==> config.mk <==
export PLATFORM = sky130hd
export DESIGN_NAME = overscan_window
export DESIGN_NICKNAME = d
export VERILOG_FILES = /design/src/rtl/overscan_window.sv
export SDC_FILE = /design/constraint.sdc
export NUM_CORES = 1
export LEC_CHECK = 0
export BUFFER_PORTS_ARGS = -buffer_cell sky130_fd_sc_hd__buf_4
export CORE_ASPECT_RATIO = 0.6
export CORE_MARGIN = 5
export CORE_UTILIZATION = 45
export DETAILED_ROUTE_END_ITERATION = 7
export HOLD_SLACK_MARGIN = 0.06
export PLACE_DENSITY = 0.78
export SLEW_MARGIN = 20
export SYNTH_ARGS = -nofsm -noshare
export SYNTH_HDL_FRONTEND = slang
export SYNTH_SLANG_ARGS = --single-unit
==> constraint.sdc <==
create_clock -name clk -period 5.61 [get_ports clk]
set_clock_uncertainty 0.05 [all_clocks]
set_input_delay 1.122 -clock clk [delete_from_list [all_inputs] [get_ports clk]]
set_output_delay 1.122 -clock clk [all_outputs]
set_load 0.01 [all_outputs]
==> src/rtl/overscan_window.sv <==
module overscan_window #(
  parameter int W  = 12,
  parameter int CW = 24
) (
  input  logic          clk,
  input  logic          rst_n,
  input  logic [W-1:0]  act_w,
  input  logic [W-1:0]  act_h,
  input  logic [W-1:0]  rect_x,
  input  logic [W-1:0]  rect_y,
  input  logic [W-1:0]  rect_w,
  input  logic [W-1:0]  rect_h,
  input  logic          dbg_margin,
  input  logic          edge_mode,
  input  logic [CW-1:0] border_rgb,
  input  logic          in_valid,
  input  logic [W-1:0]  pix_x,
  input  logic [W-1:0]  pix_y,
  input  logic          vp_load,
  input  logic          fmt420,
  input  logic [W-1:0]  vp_x,
  input  logic [W-1:0]  vp_y,
  input  logic [W-1:0]  vp_w,
  input  logic [W-1:0]  vp_h,
  output logic [W:0]    brd_left,
  output logic [W:0]    brd_right,
  output logic [W:0]    brd_top,
  output logic [W:0]    brd_bottom,
  output logic          o_valid,
  output logic          o_inside,
  output logic          o_fill_const,
  output logic [CW-1:0] o_rgb,
  output logic [W-1:0]  o_src_x,
  output logic [W-1:0]  o_src_y,
  output logic [W-1:0]  luma_x,
  output logic [W-1:0]  luma_y,
  output logic [W-1:0]  luma_w,
  output logic [W-1:0]  luma_h,
  output logic [W-1:0]  chroma_x,
  output logic [W-1:0]  chroma_y,
  output logic [W-1:0]  chroma_w,
  output logic [W-1:0]  chroma_h
);
  localparam int SW = W + 2;

  function automatic logic signed [SW-1:0] ext(input logic [W-1:0] v);
    return $signed({2'b00, v});
  endfunction

  function automatic logic signed [SW-1:0] clampc(input logic signed [SW-1:0] p,
                                                  input logic signed [SW-1:0] lo,
                                                  input logic signed [SW-1:0] hi);
    logic signed [SW-1:0] t;
    t = (p >= hi) ? hi - SW'(1) : p;
    if (t < lo) t = lo;
    return t;
  endfunction

  logic signed [SW-1:0] mg, r_raw, b_raw, x_end, y_end, cx, cy;
  logic in_x, in_y;

  assign mg    = dbg_margin ? SW'(2) : '0;
  assign r_raw = ext(act_w) - ext(rect_x) - ext(rect_w) + mg;
  assign b_raw = ext(act_h) - ext(rect_y) - ext(rect_h) + mg;

  assign brd_left   = {1'b0, rect_x};
  assign brd_top    = {1'b0, rect_y};
  assign brd_right  = (r_raw < 0) ? '0 : r_raw[W:0];
  assign brd_bottom = (b_raw < 0) ? '0 : b_raw[W:0];

  assign x_end = ext(act_w) - $signed({1'b0, brd_right});
  assign y_end = ext(act_h) - $signed({1'b0, brd_bottom});

  assign in_x = (ext(pix_x) >= ext(rect_x)) && (ext(pix_x) < x_end);
  assign in_y = (ext(pix_y) >= ext(rect_y)) && (ext(pix_y) < y_end);
  assign cx   = clampc(ext(pix_x), ext(rect_x), x_end);
  assign cy   = clampc(ext(pix_y), ext(rect_y), y_end);

  always_ff @(posedge clk or negedge rst_n) begin
    if (!rst_n) begin
      o_valid      <= 1'b0;
      o_inside     <= 1'b0;
      o_fill_const <= 1'b0;
      o_rgb        <= '0;
      o_src_x      <= '0;
      o_src_y      <= '0;
    end else begin
      o_valid      <= in_valid;
      o_inside     <= in_valid && in_x && in_y;
      o_fill_const <= in_valid && !(in_x && in_y) && !edge_mode;
      o_rgb        <= (in_valid && !(in_x && in_y) && !edge_mode) ? border_rgb : '0;
      o_src_x      <= cx[W-1:0];
      o_src_y      <= cy[W-1:0];
    end
  end

  logic [W-1:0] lx, ly, lw, lh;
  assign lx = {vp_x[W-1:1], 1'b0};
  assign ly = {vp_y[W-1:1], 1'b0};
  assign lw = {vp_w[W-1:1], 1'b0};
  assign lh = {vp_h[W-1:1], 1'b0};

  logic [W-1:0] ccx, ccy, ccw, cch;
  assign ccx = fmt420 ? lx >> 1 : lx;
  assign ccy = fmt420 ? ly >> 1 : ly;
  assign ccw = fmt420 ? lw >> 1 : lw;
  assign cch = fmt420 ? lh >> 1 : lh;

  always_ff @(posedge clk or negedge rst_n) begin
    if (!rst_n) begin
      luma_x <= '0; luma_y <= '0; luma_w <= '0; luma_h <= '0;
      chroma_x <= '0; chroma_y <= '0; chroma_w <= '0; chroma_h <= '0;
    end else if (vp_load) begin
      if (lw != '0 && lh != '0) begin
        luma_x <= lx; luma_y <= ly; luma_w <= lw; luma_h <= lh;
      end
      if (ccw != '0 && cch != '0) begin
        chroma_x <= ccx; chroma_y <= ccy; chroma_w <= ccw; chroma_h <= cch;
      end
    end
  end

  assert_valid_follows_R5: assert property (@(posedge clk) disable iff (!rst_n)
    in_valid |=> o_valid);
  assert_inside_src_R7: assert property (@(posedge clk) disable iff (!rst_n)
    (o_valid && o_inside) |-> (o_src_x == $past(pix_x) && o_src_y == $past(pix_y)));
  assert_fill_excl_R6: assert property (@(posedge clk) disable iff (!rst_n)
    $onehot0({o_inside, o_fill_const}));
  assert_vp_hold_R10: assert property (@(posedge clk) disable iff (!rst_n)
    !vp_load |=> ($stable(luma_w) && $stable(chroma_w) && $stable(luma_x)));
  assert_chroma_half_R9: assert property (@(posedge clk) disable iff (!rst_n)
    (vp_load && fmt420 && vp_w >= W'(4) && vp_h >= W'(4)) |=> (chroma_w == (luma_w >> 1)));
endmodule

==> results.md, run 1 <==
- Vias in the first global route: 13,940
- Layout cells sized above 1: 0.5564
- Largest fanout on the critical path: 8
- Worst vdd ir: approximately 260 uV
- Register area share after synthesis: 0.2919
- Root Buffer: clkbuf_16
- Period Utilization, post-route: 1.724
- EDFF count, synth: 0
- Synthesized flop and latch total: 143
- Post-route antenna net violation count: 0
- Tot Pwr: 8.076 mW
- Total Wirelength: just over 50,000 um
- Unrepaired setup endpoints after global routing: yes
- Synthesis warning total: 0
- Post-DR vias/cell: around 5.6
- CTS max path bufs: 2
- DR iter-0 viols: 1,091
- Worst slew pin tran: 1.078 ns
- First-pass GRT wire length: 74,640 um
- Crit-path most repeated cell: ha_4
- Die X: 223.1 um
- Via count: 13,910
- Hold Vio Cnt, Final: 0
- Hold-fix buffers, CTS: 0
- Worst-Skew Late Latency: ~0.42 ns
- Gr usage total: 0.3021
- Critical Path RT: 5.86 ns
- Inst Count DP: 2,354
- Core ar.: 26,650 um2
- # clock sinks: 143
- CP Class: in -> reg
- Setup WS post-layout: -4.059 ns
- R2R cell count: 1
- Pwr/cell area: ~390 nW/um2
- Hold Crit Class: reg -> reg
- Slowest cell delay on critical path: 0.47 ns
- Max-slew headroom at the worst pin: 0.2814
- Hold path cells: 2
- Final Setup Violations: 76
- Startpoint Class: input pin
- Initial antenna violation count: 0
- Nets: 2,449
- Dpl hpwl: ~36,000 um
- Drc violations: 0
- DRT Pass-1 Iters: 5
- DIE AREA: 30,750 um2
- Top FF cell, synth: dfrtp_1
- LEAKAGE: 10.55 nW
- Total of max-cap violations: 0
- Floorplan row count: 46
- Critical path endpoint category: register
- Syn avg cell area: 9.054 um2
- CTS H-tree depth: 4
- CTS tree: yes
- Max-slew violations: 0
- Status: complete, but fails checks
- Die height: between 100 and 150 um
- Tmin final: 9.669 ns
- IO Port Bufs: 363
- Post-synthesis cell type count: between 80 and 90
- Post-Syn Area: 12,260 um2
- Post-Layout Cell Count: between 2,000 and 2,500
- Failing checks: setup timing
- Cell at the slowest stage of the critical path: or3_4
- RD Place Congestion: 0.9127
- Starting Density: 0.4600
- Avg WL per Cell: 20.82 um
- Largest net degree at the start of global routing: 114
- Io pins: ~370
- Worst-path clk slew: 0.06 ns
- Synthesis-to-layout area growth: 70.61%
- Critical path arrival: 9.92 ns
- Synth Instances: 1,354
- Maximum clock rate: 103.4 MHz
- Total CTS buffers: 17
- GRT overflow: 0
- Commonest cells after routing, fill and taps aside: buf_4 (730), dfrtp_1 (143), ha_1 (117), inv_1 (95), nand2_1 (92)
- Commonest non-fill, non-tap cell in the layout: buf_4
- Async set-or-reset flop fraction in the synthesized netlist: 1.000
- Diodes inserted: 0
- Hold WS: 0.4345 ns
[Yosys cell counts (27+ instances only)]
| master | count | share of area |
|---|---|---|
| inv_1 | 119 | 0.036 |
| and2_1 | 28 | 0.014 |
| nor2_1 | 91 | 0.028 |
| buf_4 | 30 | 0.018 |
| a21o_1 | 27 | 0.017 |
| nand2_1 | 115 | 0.035 |
| xnor2_1 | 41 | 0.029 |
| mux2_2 | 55 | 0.051 |
| ha_1 | 160 | 0.16 |
| o21ai_0 | 101 | 0.041 |
| mux2i_1 | 45 | 0.037 |
| clkbuf_1 | 30 | 0.0092 |
| a21oi_1 | 70 | 0.029 |
| dfrtp_1 | 143 | 0.29 |
[worst paths after layout]
kind | start | end | slack, ns
worst min register to register | chroma_h[6] | chroma_h[6] | 0.43
max in group asynchronous | rst_n | o_rgb[18] | 3.68
worst max-delay path | act_w[0] | o_src_x[6] | -4.06
worst max register to register | luma_y[4] | luma_y[4] | 4.76
worst min-delay path | chroma_h[6] | chroma_h[6] | 0.43
min in group asynchronous | rst_n | chroma_x[7] | 0.76
[power breakdown]
group	total, mW	internal [mW]	switching, mW
clock network	1.19	0.720	0.473
registers	1.28	1.20	0.0752
logic	5.60	2.93	2.67
[per-layer routing]
metal  routed length [um]  GRT usage
met5                    0          0
met3                 3792    0.06093
met1                20370     0.3861
met2                24590     0.5128
met4                 2875     0.1139
[final cells by class]
class | count | area (um2)
multi-input cells | 1028 | 9505
repair buffers | 797 | 6277
fillers | 1595 | 5733
flip-flops and latches | 143 | 3578
inverters | 119 | 484.2
well taps | 360 | 450.4
clock buffers | 18 | 439.2
clock inverters | 14 | 180.2
[state kept, by name, indices dropped and copies added, names as in the netlist, 11 cells and up]
name / flops
o_rgb: 24
chroma_h: 12
chroma_w: 12
chroma_x: 12
chroma_y: 12
o_src_x: 12
o_src_y: 12
luma_h: 11
luma_w: 11
luma_x: 11
luma_y: 11
[cell families (layout without fill, tap and decap cells)]
group,after synthesis,count (layout),share of synthesized area
fa+ha+maj,168,168,0.1764
flops,143,143,0.2919
buf+inv,188,948,0.06920
other cells,1,6,0.0003059
mux,119,119,0.1078
xor+xnor,58,58,0.04256
simple gates,359,359,0.1421
compound gates,318,318,0.1698
[repair_timing]
item,in CTS,in global routing
setup endpoints to repair,76,76
hold endpoints to repair,0,0
buffers inserted,66,41
gates cloned,2,0
pin swaps,118,115
resized for setup,194,151
[per-stage QoR]
stage / setup WS [ns] / utilization / setup TNS [ns] / instance area (um2)
2_1_floorplan: -3.779 / - / -130.69 / 12770
3_3_place_gp: -4.288 / 0.6798 / -179.63 / 18120
3_5_place_dp: -4.775 / 0.6798 / -201.20 / 18120
4_1_cts: -3.607 / 0.7549 / -148.62 / 20120
5_1_grt: -4.426 / 0.7849 / -181.85 / 20920
6_report: -4.059 / 0.7849 / -163.29 / 20920
[worst max-delay path, delay by kind of cell]
kind | cells | cell delay [ns]
adders and majority gates | 7 | 1.76
muxes | 2 | 0.64
AOI/OAI and AO/OA | 23 | 3.60
and+or+nand+nor | 9 | 1.80
buffers and inverters | 6 | 0.69
xor gates and xnor gates | 2 | 0.32
No activity file was read; power rests on OpenSTA's default activity.
==> inputs of run 2 (changes only) <==
--- a/config.mk
+++ b/config.mk
@@ -9,6 +9,7 @@
 export CORE_ASPECT_RATIO = 0.6
 export CORE_MARGIN = 5
 export CORE_UTILIZATION = 45
+export CTS_BUF_LIST = sky130_fd_sc_hd__clkbuf_8
 export DETAILED_ROUTE_END_ITERATION = 7
 export HOLD_SLACK_MARGIN = 0.06
 export PLACE_DENSITY = 0.78
==> constraint.sdc (replaced) <==
create_clock -name clk -period 5.61 [get_ports clk]
set_clock_uncertainty 0.05 [all_clocks]
set_input_delay 0.561 -clock clk [delete_from_list [all_inputs] [get_ports clk]]
set_output_delay 0.561 -clock clk [all_outputs]
set_load 0.01 [all_outputs]
==> results.md, run 2 (synthesis gave the netlist of run 1 again) <==
- Unrepaired setup endpoints after global routing: yes (unchanged)
- Max-slew headroom at the worst pin: 0.3491 (was 0.2814)
- Reg-to-Reg End: luma_y[4] (unchanged)
- Final Setup Violations: 50 (was 76)
- Tot Pwr: 7.404 mW (was 8.076 mW)
- Critical Path RT: 5.91 ns (was 5.86 ns)
- R2R cell count: 1 (unchanged)
- Starting Density: 0.4600 (unchanged)
- Hold-fix buffers, CTS: 0 (unchanged)
- Drc violations: 0 (unchanged)
- Max-slew violations: 0 (unchanged)
- Slowest cell delay on critical path: 0.47 ns (about the same)
- First-pass GRT wire length: 68,260 um (was 74,640 um)
- Gr usage total: 0.2755 (was 0.3021)
- GRT overflow: 0 (unchanged)
- DP Area: 18,130 um2 (was 18,120 um2)
- Tmin final: 8.947 ns (was 9.669 ns)
- Pwr/cell area: 370.5 nW/um2 (was 386.1 nW/um2)
- Synthesis-to-layout area growth: 63.00% (was 70.61%)
- Worst vdd ir: 268.1 uV (was 264.4 uV)
- Hold Crit Class: in -> async (was reg -> reg)
- DIE AREA: 30,750 um2 (unchanged)
- Post-Layout Cell Count: 2,459 (was 2,479)
- Most flop-heavy register: o_rgb (unchanged)
- RD Place Congestion: 0.9095 (was 0.9127)
- CTS tree: yes (unchanged)
- Worst-path clk slew: 0.09 ns (was 0.06 ns)
- Nets: 2,428 (was 2,449)
- Worst-Skew Late Latency: 0.45 ns (was 0.42 ns)
- Flip-flop count of the largest register after layout: 24 (unchanged)
- Vias in the first global route: 13,360 (was 13,940)
- Maximum clock rate: 111.8 MHz (was 103.4 MHz)
- Post-route antenna net violation count: 0 (unchanged)
- Critical Path Source: act_w[0] (unchanged)
- Hold WS: 0.1081 ns (was 0.4345 ns)
- Worst slew pin tran: 0.9662 ns (was 1.078 ns)
- Floorplan row count: 46 (unchanged)
- Post-DR vias/cell: 5.312 (was 5.609)
- Hold Vio Cnt, Final: 0 (unchanged)
- Via count: 13,060 (was 13,910)
- Period Utilization, post-route: 1.595 (was 1.724)
- Failing checks: setup timing (unchanged)
- CTS max path bufs: 2 (unchanged)
- Avg WL per Cell: 18.67 um (was 20.82 um)
- Critical path arrival: 9.24 ns (was 9.92 ns)
- Design Area, Final: 19,980 um2 (was 20,920 um2)
- Io pins: 374 (unchanged)
- Largest fanout on the critical path: 6 (was 8)
- Critical path endpoint category: register (unchanged)
- CP Class: in -> reg (unchanged)
- Cell at the slowest stage of the critical path: or3_4 (unchanged)
- Reg2reg start: luma_y[4] (unchanged)
- LEAKAGE: 10.17 nW (was 10.55 nW)
- Total CTS buffers: 17 (unchanged)
- CTS H-tree depth: 4 (unchanged)
- Status: complete, but fails checks (unchanged)
- Worst setup endpoint: o_src_x[11] (was o_src_x[6])
- # clock sinks: 143 (unchanged)
- Root Buffer: clkbuf_8 (was clkbuf_16)
- DR iter-0 viols: 797 (was 1,091)
- Die height: 137.9 um (unchanged)
- IO Port Bufs: 363 (unchanged)
- Startpoint Class: input pin (unchanged)
- Util after Layout: 0.7499 (was 0.7849)
- Die X: 223.1 um (unchanged)
- Total of max-cap violations: 0 (unchanged)
- Setup tns final: -114.56 ns (was -163.29 ns)
- Setup WS post-layout: -3.337 ns (was -4.059 ns)
- DRT Pass-1 Iters: 5 (unchanged)
- Commonest non-fill, non-tap cell in the layout: buf_4 (unchanged)
- Largest net degree at the start of global routing: 92 (was 114)
- Inst Count DP: 2,357 (was 2,354)
- Total Wirelength: 45,910 um (was 51,620 um)
- Initial antenna violation count: 3 (was 0)
- Dpl hpwl: 35,540 um (was 36,160 um)
- Commonest cells after routing, fill and taps aside: buf_4 (753), dfrtp_1 (143), ha_1 (123), inv_1 (109), nand2_1 (105) (was buf_4 (730), dfrtp_1 (143), ha_1 (117), inv_1 (95), nand2_1 (92))
- Layout cells sized above 1: 0.5176 (was 0.5564)
- Core ar.: 26,650 um2 (unchanged)
- Dpl ws: -4.075 ns (was -4.775 ns)
- FF-to-FF setup slack: 4.77 ns (was 4.76 ns)
-- run 2: worst min path at each step --
stage                 startpoint            to  depth (start not counted)
CTS                        rst_n     luma_h[4]                          1
global route            in_valid       o_valid                          1
detailed placement   chroma_w[6]   chroma_w[6]                          2
finish                     rst_n    o_src_x[6]                          1
global placement    chroma_x[10]  chroma_x[10]                          2
floorplan                  rst_n   chroma_h[0]                          0
-- run 2: worst max-delay path, delay by kind of cell --
family | cells | cell delay, ns
AO/OA/AOI/OAI | 23 | 3.35
adder cells (fa/ha/maj) | 8 | 2.16
AND/OR/NAND/NOR | 7 | 1.66
multiplexers | 2 | 0.69
buffers and inverters | 5 | 0.50
XOR/XNOR | 2 | 0.29
-- run 2: layout make-up --
type	instances	area, um2
clock buffer	17	234.0
antenna	1	2.502
fill	1817	6665
multi-input combinational	1028	9076
clock inverter	15	171.4
timing repair buffer	776	5996
inverter	119	474.2
sequential	143	3578
tap	360	450.4
-- run 2: per-layer routing --
metal | up-vias | wire [um] | global-route usage | share of wire
met5 | - | 30 | 0 | 0.00065
met4 | 4 | 2289 | 0.1272 | 0.050
met3 | 133 | 2577 | 0.05225 | 0.056
met2 | 436 | 21550 | 0.4520 | 0.47
met1 | 6261 | 19460 | 0.3574 | 0.42
li1 | 6229 | - | - | -
-- run 2: repair_timing --
action / CTS / global route
setup buffers: 41 / 27
resized for setup: 68 / 113
pin swaps: 74 / 104
cloned: 2 / 1
endpoints found under the setup margin: 50 / 52
-- run 2: where the power goes --
part / internal, mW / switching (mW) / leakage (nW) / total [mW]
clock network: 0.377 / 0.474 / 0.205 / 0.851
registers: 1.20 / 0.0745 / 1.75 / 1.27
logic: 2.86 / 2.42 / 8.22 / 5.28
total: 4.44 / 2.97 / 10.2 / 7.40
==> inputs of run 3 (changes only) <==
--- a/config.mk
+++ b/config.mk
@@ -5,7 +5,7 @@
 export SDC_FILE = /design/constraint.sdc
 export NUM_CORES = 1
 export LEC_CHECK = 0
-export BUFFER_PORTS_ARGS = -buffer_cell sky130_fd_sc_hd__buf_4
+export BUFFER_PORTS_ARGS = -buffer_cell sky130_fd_sc_hd__buf_2
 export CORE_ASPECT_RATIO = 0.6
 export CORE_MARGIN = 5
 export CORE_UTILIZATION = 45
==> results.md, run 3 (synthesis gave the netlist of run 1 again) <==
- Vias in the first global route: 13,190 (was 13,360)
- Post-DR vias/cell: 5.338 (was 5.312)
- Pwr/cell area: 373.2 nW/um2 (was 370.5 nW/um2)
- Die X: 223.1 um (unchanged)
- Floorplan row count: 46 (unchanged)
- Reg area: 3578 um2 (unchanged)
- Die height: 137.9 um (unchanged)
- R2R cell count: 1 (unchanged)
- Fillers: 1,912 (was 1,817)
- First-pass GRT wire length: 67,610 um (was 68,260 um)
- IO Port Bufs: 363 (unchanged)
- Gr usage total: 0.2724 (was 0.2755)
- Layout cells sized above 1: 0.5234 (was 0.5176)
- DP Area: 17,250 um2 (was 18,130 um2)
- DIE AREA: 30,750 um2 (unchanged)
- Root Buffer: clkbuf_8 (unchanged)
- Synthesis-to-layout area growth: 56.91% (was 63.00%)
- Largest net degree at the start of global routing: 104 (was 92)
- Post-Layout Cell Count: 2,482 (was 2,459)
- Core ar.: 26,650 um2 (unchanged)
- Dpl hpwl: 35,040 um (was 35,540 um)
- Critical Path RT: 5.89 ns (was 5.91 ns)
- Worst-path clk slew: 0.09 ns (about the same)
- Hold Crit Class: in -> async (unchanged)
- Tmin final: 8.959 ns (was 8.947 ns)
- CTS max path bufs: 2 (unchanged)
- Setup WS post-layout: -3.349 ns (was -3.337 ns)
- Hold Vio Cnt, Final: 0 (unchanged)
- Worst slew pin tran: 1.040 ns (was 0.9662 ns)
- Most flop-heavy register: o_rgb (unchanged)
- Io pins: 374 (unchanged)
- Commonest cells after routing, fill and taps aside: buf_4 (416), buf_2 (356), dfrtp_1 (143), ha_1 (127), inv_1 (111) (was buf_4 (753), dfrtp_1 (143), ha_1 (123), inv_1 (109), nand2_1 (105))
- Unrepaired setup endpoints after global routing: yes (unchanged)
- GRT overflow: 0 (unchanged)
- Multi-input logic area: 9090 um2 (was 9076 um2)
- Via count: 13,250 (was 13,060)
- Largest fanout on the critical path: 6 (unchanged)
- DR iter-0 viols: 718 (was 797)
- Startpoint Class: input pin (unchanged)
- Inst Count DP: 2,360 (was 2,357)
- RD Place Congestion: 0.9366 (was 0.9095)
- Period Utilization, post-route: 1.597 (was 1.595)
- Status: complete, but fails checks (unchanged)
- Commonest non-fill, non-tap cell in the layout: buf_4 (unchanged)
- Cell at the slowest stage of the critical path: nor4_1 (was or3_4)
- CTS H-tree depth: 4 (unchanged)
- Starting Density: 0.4600 (unchanged)
- DRT Pass-1 Iters: 5 (unchanged)
- LEAKAGE: 10.05 nW (was 10.17 nW)
- Initial antenna violation count: 8 (was 3)
- Total of max-cap violations: 0 (unchanged)
- Design Area, Final: 19,240 um2 (was 19,980 um2)
- Worst vdd ir: 235.1 uV (was 268.1 uV)
- Total CTS buffers: 17 (unchanged)
- Total Wirelength: 46,130 um (was 45,910 um)
- Tot Pwr: 7.180 mW (was 7.404 mW)
- Reg-to-Reg End: luma_y[10] (was luma_y[4])
- Max-slew violations: 0 (unchanged)
- Final Setup Violations: 50 (unchanged)
- Drc violations: 0 (unchanged)
- Flip-flop count of the largest register after layout: 24 (unchanged)
- CTS tree: yes (unchanged)
- Post-route antenna net violation count: 0 (unchanged)
- Dpl ws: -4.172 ns (was -4.075 ns)
- CP Class: in -> reg (unchanged)
- Critical path arrival: 9.24 ns (about the same)
- Nets: 2,447 (was 2,428)
- Critical path endpoint category: register (unchanged)
- Failing checks: setup timing (unchanged)
- Worst-Skew Late Latency: 0.44 ns (was 0.45 ns)
- Maximum clock rate: 111.6 MHz (was 111.8 MHz)
- FF-to-FF setup slack: 4.76 ns (was 4.77 ns)
- # clock sinks: 143 (unchanged)
- Max-slew headroom at the worst pin: 0.2991 (was 0.3491)
- Avg WL per Cell: 18.59 um (was 18.67 um)
- Reg2reg start: luma_y[10] (was luma_y[4])
- Util after Layout: 0.7219 (was 0.7499)
- Slowest cell delay on critical path: 0.45 ns (was 0.47 ns)
run 3: metrics by stage:
stage               setup TNS (ns)  hold WS, ns
finish                     -114.75       0.1674
global route               -130.77       0.1615
CTS                        -108.94       0.1692
detailed placement         -155.81       0.4154
global placement           -144.87       0.4071
floorplan                  -102.64       0.2154
run 3: area by class of cell:
cell class | count | area share
Inverter | 119 | 0.02465
Tap cell | 360 | 0.02342
Multi-Input combinational cell | 1028 | 0.4726
Sequential cell | 143 | 0.1860
Timing Repair Buffer | 795 | 0.2730
Clock buffer | 17 | 0.01216
Antenna cell | 5 | 0.0006505
Clock inverter | 15 | 0.007545
run 3: repair_timing:
| item | in CTS | in global routing |
|---|---|---|
| hold buffers | 0 | 0 |
| gates resized for setup | 98 | 100 |
| setup buffers | 56 | 26 |
| cloned | 2 | 1 |
| endpoints found under the setup margin | 50 | 53 |
| pin swaps | 63 | 92 |
run 3: worst max-delay path, delay by kind of cell:
family	cells	cell delay, ns
adders and majority gates	6	1.65
AOI/OAI and AO/OA	21	3.39
xor gates and xnor gates	1	0.15
and+or+nand+nor	9	1.95
buffers and inverters	6	0.80
muxes	3	0.72
run 3: layer usage:
| metal | global-route usage | routed length [um] | up-vias |
|---|---|---|---|
| li1 | - | - | 6274 |
| met1 | 0.3487 | 19310 | 6330 |
| met2 | 0.4577 | 22060 | 521 |
| met3 | 0.05860 | 2971 | 118 |
| met4 | 0.1047 | 1752 | 6 |
| met5 | 0 | 41 | - |
run 3: worst max path at each step:
stage	slack, ns	startpoint	cells after the start	to
floorplan	-3.22	act_w[0]	49	o_src_x[10]
global placement	-3.76	act_w[0]	49	o_src_x[11]
detailed placement	-4.17	act_w[0]	49	o_src_x[8]
CTS	-3.25	act_w[0]	47	o_src_x[5]
global route	-3.62	rect_x[1]	48	o_src_x[3]
finish	-3.35	rect_x[1]	46	o_src_x[3]
run 3: report_power, final:
group          internal, mW  total [mW]  switching [mW]
sequential             1.20        1.27          0.0680
clock                 0.331       0.792           0.461
combinational          2.70        5.12            2.42
